==> config.mk <==
export PLATFORM = sky130hd
export DESIGN_NAME = cfq_cmd_fifo
export DESIGN_NICKNAME = d
export VERILOG_FILES = /design/src/rtl/cfq_pkg.sv /design/src/rtl/cfq_ram.sv /design/src/rtl/cfq_chan_ptrs.sv /design/src/rtl/cfq_cmd_fifo.sv
export SDC_FILE = /design/constraint.sdc
export NUM_CORES = 2
export LEC_CHECK = 0
export ABC_CLOCK_PERIOD_IN_PS = 4000
export BUFFER_PORTS_ARGS = -buffer_cell sky130_fd_sc_hd__buf_2
export CELL_PAD_IN_SITES_DETAIL_PLACEMENT = 0
export CELL_PAD_IN_SITES_GLOBAL_PLACEMENT = 1
export CORE_ASPECT_RATIO = 1.75
export CORE_MARGIN = 8
export CORE_UTILIZATION = 48
export DETAILED_ROUTE_END_ITERATION = 6
export PLACE_DENSITY_LB_ADDON = 0.1
export SLEW_MARGIN = 25
export SYNTH_ARGS = -nofsm -noshare
export SYNTH_HDL_FRONTEND = slang
export SYNTH_SLANG_ARGS = --single-unit
==> constraint.sdc <==
create_clock -name clk -period 4 [get_ports clk]
set_clock_uncertainty 0.05 [all_clocks]
set_input_delay 0.8 -clock clk [delete_from_list [all_inputs] [get_ports clk]]
set_output_delay 0.8 -clock clk [all_outputs]
set_load 0.01 [all_outputs]
==> src/rtl/cfq_pkg.sv <==
// Shared types for the circular command queue.
// Assumes nothing beyond a single clock domain.
package cfq_pkg;
    // Owner of the RAM read port in a given cycle
    typedef enum logic [1:0] {
        RD_IDLE = 2'd0,
        RD_POP  = 2'd1,
        RD_PEEK = 2'd2
    } rd_owner_e;
endpackage

==> src/rtl/cfq_ram.sv <==
// Simple word RAM: one write port and one registered read port.
// Assumes a read of an address being written returns the old word.
module cfq_ram #(
    parameter int AW = 6,
    parameter int DW = 32
) (
    input  logic          clk,
    input  logic          rst_n,
    input  logic          we,
    input  logic [AW-1:0] waddr,
    input  logic [DW-1:0] wdata,
    input  logic          re,
    input  logic [AW-1:0] raddr,
    output logic [DW-1:0] rdata
);
    localparam int DEPTH = 1 << AW;

    logic [DW-1:0] mem [DEPTH];

    // Store pushed words
    always_ff @(posedge clk) begin
        if (we) mem[waddr] <= wdata;
    end

    // Registered read for pops and peeks
    always_ff @(posedge clk) begin
        if (!rst_n)  rdata <= '0;
        else if (re) rdata <= mem[raddr];
    end
endmodule

==> src/rtl/cfq_chan_ptrs.sv <==
// Pointer pair and region bounds of one channel.
// Assumes base <= limit and that push/pop are only asserted when allowed.
module cfq_chan_ptrs #(
    parameter int            AW        = 6,
    parameter logic [AW-1:0] RST_BASE  = '0,
    parameter logic [AW-1:0] RST_LIMIT = '1
) (
    input  logic          clk,
    input  logic          rst_n,
    input  logic          cfg_go,
    input  logic [AW-1:0] cfg_base,
    input  logic [AW-1:0] cfg_limit,
    input  logic          push_go,
    input  logic          pop_go,
    output logic [AW-1:0] rd_ptr,
    output logic [AW-1:0] wr_ptr,
    output logic          empty,
    output logic          full
);
    logic [AW-1:0] base_q, limit_q, wr_nxt, rd_nxt;

    // Next position with wrap from limit back to base
    always_comb begin
        wr_nxt = (wr_ptr == limit_q) ? base_q : wr_ptr + 1'b1;
        rd_nxt = (rd_ptr == limit_q) ? base_q : rd_ptr + 1'b1;
    end

    // Status flags from the pointer pair
    always_comb begin
        empty = (rd_ptr == wr_ptr);
        full  = (wr_nxt == rd_ptr);
    end

    // Bounds and pointers; a setup write restarts the queue at its base
    always_ff @(posedge clk) begin
        if (!rst_n) begin
            base_q  <= RST_BASE;
            limit_q <= RST_LIMIT;
            rd_ptr  <= RST_BASE;
            wr_ptr  <= RST_BASE;
        end else if (cfg_go) begin
            base_q  <= cfg_base;
            limit_q <= cfg_limit;
            rd_ptr  <= cfg_base;
            wr_ptr  <= cfg_base;
        end else begin
            if (push_go) wr_ptr <= wr_nxt;
            if (pop_go)  rd_ptr <= rd_nxt;
        end
    end
endmodule

==> src/rtl/cfq_cmd_fifo.sv <==
// Multi-channel circular command queue in a shared RAM with a debug peek port.
// Assumes NCH is a power of two and every region lies inside the RAM.
// Pushes own the write port; on the read port a pop beats a peek.
module cfq_cmd_fifo
    import cfq_pkg::*;
#(
    parameter int NCH = 2,
    parameter int AW  = 6,
    parameter int DW  = 32,
    localparam int CW = (NCH > 1) ? $clog2(NCH) : 1
) (
    input  logic           clk,
    input  logic           rst_n,
    input  logic           cfg_we,
    input  logic [CW-1:0]  cfg_ch,
    input  logic [AW-1:0]  cfg_base,
    input  logic [AW-1:0]  cfg_limit,
    input  logic           push_req,
    input  logic [CW-1:0]  push_ch,
    input  logic [DW-1:0]  push_data,
    output logic           push_ack,
    input  logic           pop_req,
    input  logic [CW-1:0]  pop_ch,
    output logic           pop_ack,
    output logic [DW-1:0]  pop_data,
    output logic           pop_dvalid,
    output logic [NCH-1:0] empty,
    output logic [NCH-1:0] full,
    input  logic           peek_we,
    input  logic           peek_en_in,
    input  logic [CW-1:0]  peek_ch_in,
    input  logic [AW-1:0]  peek_addr_in,
    output logic [AW-1:0]  peek_rd_ptr,
    output logic [AW-1:0]  peek_wr_ptr,
    output logic [DW-1:0]  peek_data,
    output logic           peek_valid
);
    localparam int DEPTH = 1 << AW;
    localparam int SLICE = DEPTH / NCH;

    logic [AW-1:0] rd_ptr [NCH];
    logic [AW-1:0] wr_ptr [NCH];
    logic          peek_en_q;
    logic [CW-1:0] peek_ch_q;
    logic [AW-1:0] peek_addr_q;
    logic          rd_re;
    logic [AW-1:0] rd_addr;
    rd_owner_e     rd_own_d, rd_own_q;
    logic [DW-1:0] rd_word;

    // Accept a push or pop unless blocked by status or a setup write on that channel
    always_comb begin
        push_ack = push_req && !full[push_ch] && !(cfg_we && cfg_ch == push_ch);
        pop_ack  = pop_req && !empty[pop_ch] && !(cfg_we && cfg_ch == pop_ch);
    end

    // One pointer block per channel, each reset to an equal slice
    for (genvar i = 0; i < NCH; i++) begin : g_ch
        localparam logic [AW-1:0] B = AW'(i * SLICE);
        localparam logic [AW-1:0] L = AW'(i * SLICE + SLICE - 1);
        cfq_chan_ptrs #(.AW(AW), .RST_BASE(B), .RST_LIMIT(L)) ptrs_i (
            .clk       (clk),
            .rst_n     (rst_n),
            .cfg_go    (cfg_we && cfg_ch == CW'(i)),
            .cfg_base  (cfg_base),
            .cfg_limit (cfg_limit),
            .push_go   (push_ack && push_ch == CW'(i)),
            .pop_go    (pop_ack && pop_ch == CW'(i)),
            .rd_ptr    (rd_ptr[i]),
            .wr_ptr    (wr_ptr[i]),
            .empty     (empty[i]),
            .full      (full[i])
        );
    end

    // Peek control register; a write with enable 0 turns peeking off
    always_ff @(posedge clk) begin
        if (!rst_n) begin
            peek_en_q   <= 1'b0;
            peek_ch_q   <= '0;
            peek_addr_q <= '0;
        end else if (peek_we) begin
            peek_en_q   <= peek_en_in;
            peek_ch_q   <= peek_ch_in;
            peek_addr_q <= peek_addr_in;
        end
    end

    // Read port arbitration: pop first, then peek
    always_comb begin
        rd_re    = 1'b0;
        rd_addr  = '0;
        rd_own_d = RD_IDLE;
        if (pop_ack) begin
            rd_re    = 1'b1;
            rd_addr  = rd_ptr[pop_ch];
            rd_own_d = RD_POP;
        end else if (peek_en_q && !peek_we) begin
            rd_re    = 1'b1;
            rd_addr  = peek_addr_q;
            rd_own_d = RD_PEEK;
        end
    end

    // Remember who owns the word arriving next cycle
    always_ff @(posedge clk) begin
        if (!rst_n) rd_own_q <= RD_IDLE;
        else        rd_own_q <= rd_own_d;
    end

    cfq_ram #(.AW(AW), .DW(DW)) ram_i (
        .clk   (clk),
        .rst_n (rst_n),
        .we    (push_ack),
        .waddr (wr_ptr[push_ch]),
        .wdata (push_data),
        .re    (rd_re),
        .raddr (rd_addr),
        .rdata (rd_word)
    );

    // Drive read results and the selected channel's pointers
    always_comb begin
        pop_data    = rd_word;
        peek_data   = rd_word;
        pop_dvalid  = (rd_own_q == RD_POP);
        peek_valid  = (rd_own_q == RD_PEEK);
        peek_rd_ptr = peek_en_q ? rd_ptr[peek_ch_q] : '0;
        peek_wr_ptr = peek_en_q ? wr_ptr[peek_ch_q] : '0;
    end
endmodule

==> impl_metrics.json <==
{
  "status": "finished with violations",
  "violations": "setup timing",
  "path_cells": "xnor2_4 -> and4_4 -> nand3_1 -> and3_1 -> or4b_4 -> nor4_4 -> buf_4 -> mux2_4 -> nor2_2 -> buf_2",
  "grt_pass1_wl_um": 360700,
  "pin_count": 145,
  "syn_nets": 5934,
  "drc": 0,
  "hp-class": "primary input to flip-flop",
  "crit_arrival_ns": 3.41,
  "viasPerCell": 5.989,
  "wl_per_cell_um": 28.31,
  "synthArstFlopShare_pct": 0,
  "fin_crit_sh_pct": 106.5,
  "core.rowCount": 204,
  "finish.utilization_pct": 58.07,
  "drive_gt1_share_pct": 20.70,
  "cap_violations": 0,
  "period_needed_ns": 4.261,
  "num_vias": 52910,
  "cp_max_fo": 5,
  "grt_pass1_vias": 53270,
  "hold_violations": 0,
  "worstSkewPairLatency_ns": 0.84,
  "dr.first_iter.drc_count": 4946,
  "setup_viol": 3,
  "start_util_pct": 48.22,
  "dieArea_um2": 191200,
  "dpl.hpwl_um": 158500,
  "syn-instance-count": 5869,
  "yosysSeqAreaShare_pct": 74.54,
  "layout_common_cells": "edfxtp_1, nand2_1, buf_4",
  "layout.nets": 6473,
  "ys_seq_elements": 2138,
  "synth_edf_count": 2048,
  "ant_nets": 0,
  "slowest_delay_ns": 0.52,
  "htreeDepth": 4,
  "design_area_um2": 102300,
  "dpl_cell_area_um2": 94550,
  "worst_pin_slew_ns": 1.073,
  "p_per_area_nw_per_um2": 469.4,
  "layout_commonest_cell": "edfxtp_1",
  "gp_congestion": 0.8253,
  "synth-warning-count": 0,
  "grt_remaining_overflow": 0,
  "antenna_found_initial": 10,
  "die_x_um": 334.0,
  "cp-end-kind": "output pin",
  "power.leakage_nw": 35.03,
  "total_power_mw": 48.01,
  "syn_area_per_cell_um2": 14.47,
  "crit_type": "flip-flop to output pin",
  "grt_usage_pct": 25.43,
  "slowest_stage": "or4b_4",
  "cts_made_buffers": 199,
  "critPathLaunchType": "flip-flop",
  "relSlewSlack_pct": 28.45,
  "timing.fmax_mhz": 234.7,
  "rsz0062_at_grt": "yes",
  "grt_max_degree": 86,
  "netlist_area_um2": 84920,
  "cts.clk_slew.worst_paths_ns": 0.07,
  "clock_path_buffers": 4,
  "synth.distinct_cells": 75,
  "clkSinkCount": 2138,
  "cts_root_buf": "clkbuf_16",
  "synthFlopType": "edfxtp_1",
  "core-area_um2": 176100,
  "dr.pass1.iters": 5,
  "crit_required_ns": 3.15,
  "cts_tree": "built",
  "ir_worst_vdd_mv": 0.3922,
  "totalWireLength_um": 250100,
  "area_growth_pct": 20.44,
  "portBuffers": 144,
  "drv_slew": 0,
  "die_h_um": 572.4,
  "worst_slack_ns": -0.2609
}
-- what timing repair did --
item | CTS | global route
pin swaps | 11 | 19
resized for setup | 63 | 90
endpoints found under the setup margin | 38 | 1962
setup buffers | 12 | 15
hold buffers | 0 | 0
cloned | 0 | 9
-- worst max-delay path, delay by kind of cell, from the launching register on --
kind	cells	cell delay, ns
xor+xnor	1	0.18
buf+inv	2	0.36
flops	1	0.39
mux	1	0.17
simple gates	6	1.49
-- layout make-up --
class | instances | area, um^2
inverter | 7 | 26.28
tap | 2266 | 2835
timing repair buffer | 781 | 8815
antenna | 4 | 10.01
sequential | 2138 | 63330
fill | 13760 | 73840
multi-input combinational | 3281 | 20770
clock buffer | 256 | 5429
clock inverter | 101 | 1064
-- path summary, 6_finish.rpt --
path                            start                  endpoint  slack (ns)  depth (start not counted)
min                   peek_addr_in[5]            peek_addr_q[5]        0.18                          3
max          g_ch[0].ptrs_i.wr_ptr[4]                  push_ack       -0.26                         10
min reg2reg  g_ch[0].ptrs_i.base_q[1]  g_ch[0].ptrs_i.base_q[1]        0.45                          2
max reg2reg  g_ch[0].ptrs_i.wr_ptr[1]            ram_i.rdata[9]       -0.01                         16
-- cell usage after synthesis (all sizes together) (5+ instances only) --
cell	instances	area share, %
nor3b	6	0.059
nand2	1328	5.9
nor2	152	0.67
a32o	94	1.1
mux4	94	2.5
o32ai	31	0.32
and3	110	0.81
xor2	18	0.19
a221oi	62	0.64
nand4	7	0.069
a31oi	130	0.96
o211ai	9	0.080
o2111ai	64	0.67
a21oi	220	1.3
xnor2	33	0.39
mux2i	156	1.8
a21boi	25	0.22
buf	211	1.4
edfxtp	2048	72
nand3	360	2.1
inv	7	0.031
o21ai	71	0.42
a311oi	67	0.69
nor2b	30	0.22
o221ai	5	0.052
a22oi	63	0.56
a211oi	34	0.30
and2	9	0.066
dfxtp	90	2.1
clkbuf	232	1.0
nor3	48	0.29
-- report_power, final --
group	leakage (nW)	switching [mW]	internal (mW)
Combinational	12.7	2.51	1.54
Sequential	19.2	0.202	24.7
Clock	3.17	8.15	10.9
-- kinds of logic after synthesis --
group / Yosys count / share of synthesized area, %
AO/OA/AOI/OAI: 902 / 7.599
XOR/XNOR: 51 / 0.5790
adder cells (fa/ha/maj): 4 / 0.05894
buffers and inverters: 450 / 2.475
flip-flops: 2138 / 74.54
multiplexers: 252 / 4.358
AND/OR/NAND/NOR: 2072 / 10.39
-- stage by stage --
stage	setup WS, ns	hold slack, ns	setup TNS, ns	std cells
6_report	-0.2609	0.1790	-0.4804	8834
3_5_place_dp	-0.3306	0.4423	-4.825	8438
2_1_floorplan	-0.2654	0.3830	-506.51	5869
4_1_cts	-0.2136	0.1222	-0.3714	8807
5_1_grt	-0.3434	0.1695	-126.31	8831
3_3_place_gp	-0.2950	0.4242	-4.476	8436
-- routing by layer --
metal	global-route usage, %	routed length (um)	share of wire, %	vias to the layer above
met3	2.684	11930	4.8	480
met1	30.59	94730	38	27280
li1	-	-	-	23450
met2	46.93	133500	53	1691
met4	9.687	9959	4.0	2
met5	0	13	0.0052	-
-- registers in the layout (all words and copies together), names as in the netlist --
name / count
g_ch.ptrs_i.wr_ptr: 12
peek_en_q: 1
ram_i.rdata: 32
ram_i.mem: 2048
g_ch.ptrs_i.limit_q: 12
g_ch.ptrs_i.base_q: 12
peek_addr_q: 6
peek_ch_q: 1
g_ch.ptrs_i.rd_ptr: 12
rd_own_q: 2
(Power assumes the default switching activity.)
